**src/rtl/oc_timer_pkg.sv**
```systemverilog
package oc_timer_pkg;
  localparam int A_CTRL     = 0;
  localparam int A_CMP_EN   = 1;
  localparam int A_CMP_FLAG = 2;
  localparam int A_OVF_EN   = 3;
  localparam int A_OVF_FLAG = 4;
  localparam int A_COUNT    = 5;
  localparam int A_CMP_BASE = 8;
  localparam int OVF_BIT    = 7;
endpackage

```
**src/rtl/oc_prescaler.sv**
```systemverilog
module oc_prescaler #(
  parameter int PS_W  = 3,
  parameter int DIV_W = 5
) (
  input  logic            clk_i,
  input  logic            rst_ni,
  input  logic [PS_W-1:0] sel_i,
  output logic            tick_o
);
  localparam int SH_W = $clog2(DIV_W + 1);

  logic [DIV_W-1:0] div_q;
  logic [SH_W-1:0]  sh;
  logic [DIV_W:0]   full;
  logic [DIV_W-1:0] mask;

  // codes above the divider depth saturate at the slowest rate
  always_comb begin
    if (int'(sel_i) > DIV_W) sh = SH_W'(DIV_W);
    else                     sh = SH_W'(sel_i);
    full = ((DIV_W+1)'(1) << sh) - (DIV_W+1)'(1);
    mask = full[DIV_W-1:0];
  end

  assign tick_o = (div_q & mask) == mask;

  always_ff @(posedge clk_i or negedge rst_ni) begin
    if (!rst_ni) div_q <= '0;
    else         div_q <= div_q + DIV_W'(1);
  end
endmodule

```
**src/rtl/oc_counter.sv**
```systemverilog
module oc_counter #(
  parameter int CNT_W = 16
) (
  input  logic             clk_i,
  input  logic             rst_ni,
  input  logic             adv_i,
  output logic [CNT_W-1:0] cnt_o,
  output logic [CNT_W-1:0] nxt_o,
  output logic             wrap_o
);
  logic [CNT_W-1:0] cnt_q;

  assign nxt_o  = cnt_q + CNT_W'(1);
  assign wrap_o = adv_i && (&cnt_q);
  assign cnt_o  = cnt_q;

  always_ff @(posedge clk_i or negedge rst_ni) begin
    if (!rst_ni)    cnt_q <= '0;
    else if (adv_i) cnt_q <= nxt_o;
  end
endmodule

```
**src/rtl/oc_cmp_bank.sv**
```systemverilog
module oc_cmp_bank #(
  parameter int N_CH  = 8,
  parameter int CNT_W = 16
) (
  input  logic                       clk_i,
  input  logic                       rst_ni,
  input  logic [N_CH-1:0]            we_i,
  input  logic [CNT_W-1:0]           wdata_i,
  input  logic                       adv_i,
  input  logic [CNT_W-1:0]           nxt_i,
  output logic [N_CH-1:0][CNT_W-1:0] val_o,
  output logic [N_CH-1:0]            hit_o
);
  for (genvar g = 0; g < N_CH; g++) begin : g_ch
    logic [CNT_W-1:0] val_q;

    always_ff @(posedge clk_i or negedge rst_ni) begin
      if (!rst_ni)      val_q <= '0;
      else if (we_i[g]) val_q <= wdata_i;
    end

    // match is judged on the value being entered, once per advance
    assign hit_o[g] = adv_i && (nxt_i == val_q);
    assign val_o[g] = val_q;
  end
endmodule

```
**src/rtl/oc_w1c_flags.sv**
```systemverilog
module oc_w1c_flags #(
  parameter int W = 8
) (
  input  logic         clk_i,
  input  logic         rst_ni,
  input  logic [W-1:0] set_i,
  input  logic [W-1:0] clr_i,
  output logic [W-1:0] flag_o
);
  logic [W-1:0] flag_q;

  always_ff @(posedge clk_i or negedge rst_ni) begin
    if (!rst_ni) flag_q <= '0;
    else         flag_q <= (flag_q & ~clr_i) | set_i;  // set dominates
  end

  assign flag_o = flag_q;
endmodule

```
**src/rtl/oc_timer.sv**
```systemverilog
module oc_timer
  import oc_timer_pkg::*;
#(
  parameter int CNT_W  = 16,
  parameter int N_CH   = 8,
  parameter int PS_W   = 3,
  parameter int DIV_W  = 5,
  parameter int ADDR_W = 4,
  parameter int DATA_W = 16
) (
  input  logic              clk_i,
  input  logic              rst_ni,
  input  logic              wr_i,
  input  logic [ADDR_W-1:0] addr_i,
  input  logic [DATA_W-1:0] wdata_i,
  output logic [DATA_W-1:0] rdata_o,
  output logic              ovf_irq_o,
  output logic              cmp_irq_o
);
  logic [PS_W-1:0]            ps_q;
  logic [N_CH-1:0]            cmp_en_q;
  logic                       ovf_en_q;
  logic                       tick;
  logic [CNT_W-1:0]           cnt;
  logic [CNT_W-1:0]           cnt_nxt;
  logic                       wrap;
  logic [N_CH-1:0]            cmp_we;
  logic [N_CH-1:0]            cmp_hit;
  logic [N_CH-1:0][CNT_W-1:0] cmp_val;
  logic [N_CH-1:0]            cmp_clr;
  logic [N_CH-1:0]            cmp_flag;
  logic                       ovf_clr;
  logic                       ovf_flag;

  logic wr_ctrl, wr_cmp_en, wr_cmp_flag, wr_ovf_en, wr_ovf_flag;
  assign wr_ctrl     = wr_i && (addr_i == ADDR_W'(A_CTRL));
  assign wr_cmp_en   = wr_i && (addr_i == ADDR_W'(A_CMP_EN));
  assign wr_cmp_flag = wr_i && (addr_i == ADDR_W'(A_CMP_FLAG));
  assign wr_ovf_en   = wr_i && (addr_i == ADDR_W'(A_OVF_EN));
  assign wr_ovf_flag = wr_i && (addr_i == ADDR_W'(A_OVF_FLAG));

  for (genvar g = 0; g < N_CH; g++) begin : g_we
    assign cmp_we[g] = wr_i && (addr_i == ADDR_W'(A_CMP_BASE + g));
  end

  always_ff @(posedge clk_i or negedge rst_ni) begin
    if (!rst_ni) begin
      ps_q     <= '0;
      cmp_en_q <= '0;
      ovf_en_q <= 1'b0;
    end else begin
      if (wr_ctrl)   ps_q     <= wdata_i[PS_W-1:0];
      if (wr_cmp_en) cmp_en_q <= wdata_i[N_CH-1:0];
      if (wr_ovf_en) ovf_en_q <= wdata_i[OVF_BIT];
    end
  end

  oc_prescaler #(.PS_W(PS_W), .DIV_W(DIV_W)) u_ps (
    .clk_i (clk_i),
    .rst_ni(rst_ni),
    .sel_i (ps_q),
    .tick_o(tick)
  );

  oc_counter #(.CNT_W(CNT_W)) u_cnt (
    .clk_i (clk_i),
    .rst_ni(rst_ni),
    .adv_i (tick),
    .cnt_o (cnt),
    .nxt_o (cnt_nxt),
    .wrap_o(wrap)
  );

  oc_cmp_bank #(.N_CH(N_CH), .CNT_W(CNT_W)) u_cmp (
    .clk_i  (clk_i),
    .rst_ni (rst_ni),
    .we_i   (cmp_we),
    .wdata_i(wdata_i[CNT_W-1:0]),
    .adv_i  (tick),
    .nxt_i  (cnt_nxt),
    .val_o  (cmp_val),
    .hit_o  (cmp_hit)
  );

  assign cmp_clr = wr_cmp_flag ? wdata_i[N_CH-1:0] : '0;
  assign ovf_clr = wr_ovf_flag && wdata_i[OVF_BIT];

  oc_w1c_flags #(.W(N_CH)) u_cmp_flags (
    .clk_i (clk_i),
    .rst_ni(rst_ni),
    .set_i (cmp_hit),
    .clr_i (cmp_clr),
    .flag_o(cmp_flag)
  );

  oc_w1c_flags #(.W(1)) u_ovf_flag (
    .clk_i (clk_i),
    .rst_ni(rst_ni),
    .set_i (wrap),
    .clr_i (ovf_clr),
    .flag_o(ovf_flag)
  );

  assign ovf_irq_o = ovf_flag && ovf_en_q;
  assign cmp_irq_o = |(cmp_flag & cmp_en_q);

  always_comb begin
    rdata_o = '0;
    case (addr_i)
      ADDR_W'(A_CTRL):     rdata_o[PS_W-1:0] = ps_q;
      ADDR_W'(A_CMP_EN):   rdata_o[N_CH-1:0] = cmp_en_q;
      ADDR_W'(A_CMP_FLAG): rdata_o[N_CH-1:0] = cmp_flag;
      ADDR_W'(A_OVF_EN):   rdata_o[OVF_BIT]  = ovf_en_q;
      ADDR_W'(A_OVF_FLAG): rdata_o[OVF_BIT]  = ovf_flag;
      ADDR_W'(A_COUNT):    rdata_o[CNT_W-1:0] = cnt;
      default: begin
        for (int i = 0; i < N_CH; i++)
          if (addr_i == ADDR_W'(A_CMP_BASE + i)) rdata_o[CNT_W-1:0] = cmp_val[i];
      end
    endcase
  end
endmodule

```
**config.mk**
```make
export PLATFORM = sky130hd
export DESIGN_NAME = oc_timer
export DESIGN_NICKNAME = d
export VERILOG_FILES = /design/src/rtl/oc_timer_pkg.sv /design/src/rtl/oc_prescaler.sv /design/src/rtl/oc_counter.sv /design/src/rtl/oc_cmp_bank.sv /design/src/rtl/oc_w1c_flags.sv /design/src/rtl/oc_timer.sv
export SDC_FILE = /design/constraint.sdc
export NUM_CORES = 1
export LEC_CHECK = 0
export BUFFER_PORTS_ARGS = -buffer_cell sky130_fd_sc_hd__buf_2
export CORE_MARGIN = 3
export CORE_UTILIZATION = 60
export DETAILED_ROUTE_END_ITERATION = 7
export GPL_ROUTABILITY_DRIVEN = 0
export PLACE_DENSITY_LB_ADDON = 0.3
export SETUP_SLACK_MARGIN = 0.1
export SLEW_MARGIN = 25
export SYNTH_ARGS = -nofsm -noshare
export SYNTH_HDL_FRONTEND = slang
export SYNTH_SLANG_ARGS = --single-unit
export TNS_END_PERCENT = 20
```
**constraint.sdc**
```tcl
create_clock -name clk_i -period 5.4 [get_ports clk_i]
set_input_delay 1.62 -clock clk_i [delete_from_list [all_inputs] [get_ports clk_i]]
set_output_delay 1.62 -clock clk_i [all_outputs]
set_load 0.03 [all_outputs]
```
* Word level (Yosys, flattened, before mapping)
Cells that the tools add are included.
** Storage, ports and cells
- Bits in registers :: 170
- Bits of input ports :: 23
- Output and inout port bits :: 18
** Operators by class
- Shifts and indexed selects :: 1
- $lt $le $gt $ge :: 1
- Muxes and demuxes :: 14
- Reductions and logical operators :: 30
- $add $sub $neg :: 3
- Equality and inequality tests :: 22
- Bitwise gates (word level) :: 8
** Operators by type and width (count)
- == test 16 bit :: 8
- two-way mux 16 bit :: 8
- == test 4 bit (second input constant) :: 8
- logical AND 1 bit :: 24
- adder 16 x 1 -> 16 bit (second input constant) :: 1
- AND 8 bit :: 2
- case mux 4 bit (4 select lines) :: 1
- case mux 8 bit (2 select lines) :: 1
- AND reduction 16 bit :: 1
- case mux 3 bit (5 select lines) :: 1
- == test 4 x 2 -> 1 bit (second input constant) :: 2
- == test 4 x 3 -> 1 bit (second input constant) :: 2
- two-way mux 8 bit :: 1
- inverter 8 bit :: 1
- OR 8 bit :: 1
- OR reduction 8 bit :: 1
- case mux 1 bit (6 select lines) :: 1
- adder 5 x 1 -> 5 bit (second input constant) :: 1
- AND 5 bit :: 1
- == test 5 bit :: 1
- OR reduction 5 bit :: 1
- left shift 1 x 3 -> 5 bit (first input constant) :: 1
- subtractor 5 x 2 -> 5 bit (second input constant) :: 1
- == test 4 x 1 -> 1 bit (second input constant) :: 1
- other kinds (8) :: 8

* Logic depth before layout (Yosys ltp)
- Word-level depth :: 10
- Depth in mapped cells :: 9

* Cells and area by module
A second synthesis with hierarchy kept.
** Unflattened totals
- Cell total of the unflattened synthesis :: 937
- Area, all modules :: 10227.3 µm²
** By module, submodules not included
- oc_cmp_bank :: times used 1, cells an instance 465, area each 6313.6 µm²
- oc_timer :: times used 1, cells an instance 329, area each 2396.0 µm²
- oc_counter :: times used 1, cells an instance 97, area each 973.4 µm²
- oc_w1c_flags at u_cmp_flags :: times used 1, cells an instance 24, area each 290.3 µm²
- oc_prescaler :: times used 1, cells an instance 19, area each 217.7 µm²
- oc_w1c_flags at u_ovf_flag :: times used 1, cells an instance 3, area each 36.3 µm²

* Worst setup path after synthesis
No wires, ideal clock.
- Path kind :: input -> output
- Start point :: input port addr_i[0]
- End point :: output port rdata_o[4]
- Setup slack :: 0.137 ns
- Path buffers :: 3
- Required time :: 3.780 ns
- Arrival time :: 3.643 ns
- Stages :: 7
- Cell sequence :: buf_1 > buf_1 > buf_1 > o21ai_0 > a21oi_1 > a211oi_1 > a21oi_1
** On the way
- Cells in the longest elaborated chain, start to end :: 10
- Elaborated cells on any way between the ends :: 24
- Classes of those cells :: eq/ne (13); mux (9); reduce/logical (2)
** Ends and longest elaborated chain
- start, declared :: RTL line oc_timer.sv:14 : input logic [ADDR_W-1:0] addr_i,
- == test 4 bit :: RTL line oc_timer.sv:118 : if (addr_i == ADDR_W'(A_CMP_BASE + i)) rdata_o[CNT_W-1:0] = cmp_val[i];
- two-way mux 16 bit (8 in series) :: RTL line oc_timer.sv:118
- case mux 4 bit (4 select lines) * :: RTL line oc_timer.sv:109 : case (addr_i)
- end, declared :: RTL line oc_timer.sv:16 : output logic [DATA_W-1:0] rdata_o,
Mark *: on every way between the ends. The rest lies on a longest branch, timed or not.

* Worst setup path in the final report
- Start point :: input port addr_i[0]
- End point :: output port rdata_o[8]
** On the way
- Cells in the longest elaborated chain, start to end :: 10
- Elaborated cells on any way between the ends :: 24
- Classes of those cells :: eq/ne (13); mux (9); reduce/logical (2)
** Ends and longest elaborated chain (RTL line)
- == test 4 bit :: oc_timer.sv:118
- two-way mux 16 bit (8 in series) :: oc_timer.sv:118
- case mux 8 bit (2 select lines) * :: oc_timer.sv:109
Marked as above.

==> flow_metrics.env <==
export IMPL_postRouteAntennaNets=0
export IMPL_fin_setup_tns_ns=0
export IMPL_fp_row_count=47
export IMPL_rsz0062_at_grt="false"
export IMPL_hold_path_class="flip-flop to flip-flop"
export IMPL_powerDensity_nw_per_um2=421
export IMPL_ys_seq_area_share_pct=40.2
export IMPL_outcome="completed"
export IMPL_required_ns=3.78
export IMPL_peakVddDrop_mv=0.273
export IMPL_drtIter0Drc=1317
export IMPL_final_cell_mix="dfrtp_1, mux2_2, xnor2_1"
export IMPL_grt_pass1_wl_um=51300
export IMPL_synth_fp_nets=965
export IMPL_antenna_cells=0
export IMPL_cts_buffers=17
export IMPL_clock_sinks=170
export IMPL_dr_total_vias=8503
export IMPL_synth_seq_cells=170
export IMPL_max_freq_ghz=0.197
export IMPL_ctsHoldBuffers=0
export IMPL_wl_per_cell_um=28.1
export IMPL_final_nets=991
export IMPL_ys_warn_count=0
export IMPL_ff2ff_setup_slack_ns=1.65
export IMPL_totalWireLength_um=33700
export IMPL_clk_pin_slew_ns=0.07
export IMPL_reg2reg_to="u_cmp_flags.flag_o[6]"
export IMPL_worstSkewPairLatency_ns=0.45
export IMPL_post_cts_buffers=0
export IMPL_grt_ovfl_total=0
export IMPL_drt_vias_per_instance=7.10
export IMPL_dp_hpwl_um=23900
export IMPL_reg2reg_depth=7
export IMPL_hp_start="u_ps.div_q[0]"
export IMPL_drv_slew=0
export IMPL_dieArea_um2=19300
export IMPL_post_route_period_util_pct=93.8
export IMPL_startpoint_type="input pin"
export IMPL_final_common_cell="dfrtp_1"
export IMPL_cap_violations=0
export IMPL_layout_min_cycle_time_ns=5.06
export IMPL_tightest_slew_ns=1.05
export IMPL_synth_area_um2=10600
export IMPL_core_area_um2=16900
export IMPL_netlist_instances=939
export IMPL_synthFlopType="dfrtp_1"
export IMPL_setup_violations=0
export IMPL_endpoint_kind="output port"
export IMPL_clock_skew_ns=0.0133
export IMPL_firstDrtPassIters=6
export IMPL_drc_errors=0
export IMPL_numPortBuffers=40
export IMPL_cts_root_buf="clkbuf_16"
export IMPL_p_leak_nw=4.93
export IMPL_whs_ns=0.466
export IMPL_initial_core_util_pct=62.5
export IMPL_relSlewSlack_pct=30.0
export IMPL_hold_viol_final=0
export IMPL_io_pins=41
export IMPL_synth_edf_count=0
export IMPL_grt_start_max_net_pins=117
export IMPL_crit_type="input pin to output port"
export IMPL_cts_path_max_buffers=2
export IMPL_synth_area_per_cell_um2=11.3
export IMPL_cts_htree_levels=4
export IMPL_die_width_um=139
export IMPL_drive_gt1_share_pct=28.5
export IMPL_worstPathMaxFanout=10
export IMPL_grt_pass1_vias=8368
export IMPL_whs_path_depth=1
export IMPL_worstPathArrival_ns=3.44
export IMPL_die_y_um=139
export IMPL_r2r_start="u_cnt.cnt_o[1]"
export IMPL_post_cts_resized=0
export IMPL_antenna_found_initial=0
export IMPL_whs_endpoint="u_ps.div_q[0]"
export IMPL_area_delta_synth_final_pct=10.4
export IMPL_yosysUniqueCellTypes=75
export IMPL_synth_async_reset_ratio_pct=100
export IMPL_grt_use_total_pct=35.1
export IMPL_cts_tree="done"
registers in the layout, summed over array words and instances, names as in the netlist:
register and count:
u_ovf_flag.flag_o 1, ovf_en_q 1, cmp_en_q 8, u_ps.div_q 5
ps_q 3, u_cnt.cnt_o 16, u_cmp_flags.flag_o 8, u_cmp.g_ch.val_q 128
cells by family after synthesis:
| kind of cell | count (synthesis) | synth area share, % |
|---|---|---|
| simple gates | 226 | 11.3 |
| flops | 170 | 40.2 |
| mux | 165 | 18.9 |
| xor+xnor | 155 | 16.3 |
| compound gates | 143 | 10.0 |
| buf+inv | 77 | 2.98 |
| fa+ha+maj | 3 | 0.355 |
layout make-up:
cell class	count	area [um2]
multi-input combinational	692	6040
inverter	10	37.5
clock inverter	14	164
clock buffer	18	429
fill	1236	5240
timing repair buffer	74	497
sequential	170	4250
tap	220	275
power breakdown:
part / leakage, nW / switching [mW] / internal [mW] / total (mW)
combinational: 2.54 / 0.811 / 0.855 / 1.67
clock: 0.284 / 0.563 / 0.694 / 1.26
sequential: 2.11 / 0.443 / 1.56 / 2.00
cells in the mapped netlist, types with 6 or more instances:
cell type  number  area share, %
mux4_2         14            3.0
buf_2           6           0.28
nor2_1         35            1.2
nor3_1         12           0.57
mux2_2        139             15
a222oi_1        7           0.66
xor2_1         33            2.7
nor4_1          6           0.35
mux2i_1        12            1.1
clkbuf_1       47            1.7
xnor2_1        96            7.9
a211oi_1        7           0.50
xnor3_1        21            4.5
a21oi_1        19           0.90
buf_1          11           0.39
and3_1          8           0.47
nand4_1        20            1.2
nor2b_1         8           0.47
a22oi_1        19            1.3
dfrtp_1       170             40
o21ai_0        24            1.1
nand2_1        73            2.6
nand3_1        28            1.3
a22o_1          6           0.50
inv_1          10           0.35
worst max-delay path, stage by stage:
cell,delay (ns)
buf_2,0.28
buf_4,0.27
mux2i_1,0.22
o22ai_1,0.10
a221oi_1,0.34
a21oi_1,0.13
a221o_1,0.29
buf_2,0.18
worst max path at each step:
stage	from	end	slack (ns)
2_1_floorplan	addr_i[0]	rdata_o[4]	0.14
3_3_place_gp	addr_i[1]	rdata_o[1]	0.37
3_5_place_dp	addr_i[0]	rdata_o[8]	0.36
4_1_cts	addr_i[0]	rdata_o[8]	0.36
5_1_grt	addr_i[1]	rdata_o[8]	0.24
6_report	addr_i[0]	rdata_o[8]	0.34
per-layer routing:
metal,track usage [%],part of all wire [%],up-vias,wire length [um]
met3,11.4,13,195,4460
met5,0,0,-,0
met2,51.0,42,655,14200
li1,-,-,3494,-
met1,48.0,38,4159,12900
met4,16.7,6.3,0,2120
per-stage QoR:
| stage | setup slack, ns | util, % | cell area (um2) | total power, mW | cells |
|---|---|---|---|---|---|
| after floorplan | 0.137 | - | 10600 | 3.06 | 939 |
| after detailed placement | 0.362 | 65.3 | 11100 | 3.61 | 1165 |
| after global placement | 0.371 | 65.3 | 11100 | 3.57 | 1165 |
| after global routing | 0.235 | 69.0 | 11700 | 5.10 | 1198 |
| after CTS | 0.358 | 68.8 | 11700 | 4.87 | 1197 |
| final | 0.336 | 69.0 | 11700 | 4.92 | 1198 |
No activity file was read; power rests on OpenSTA's default activity.
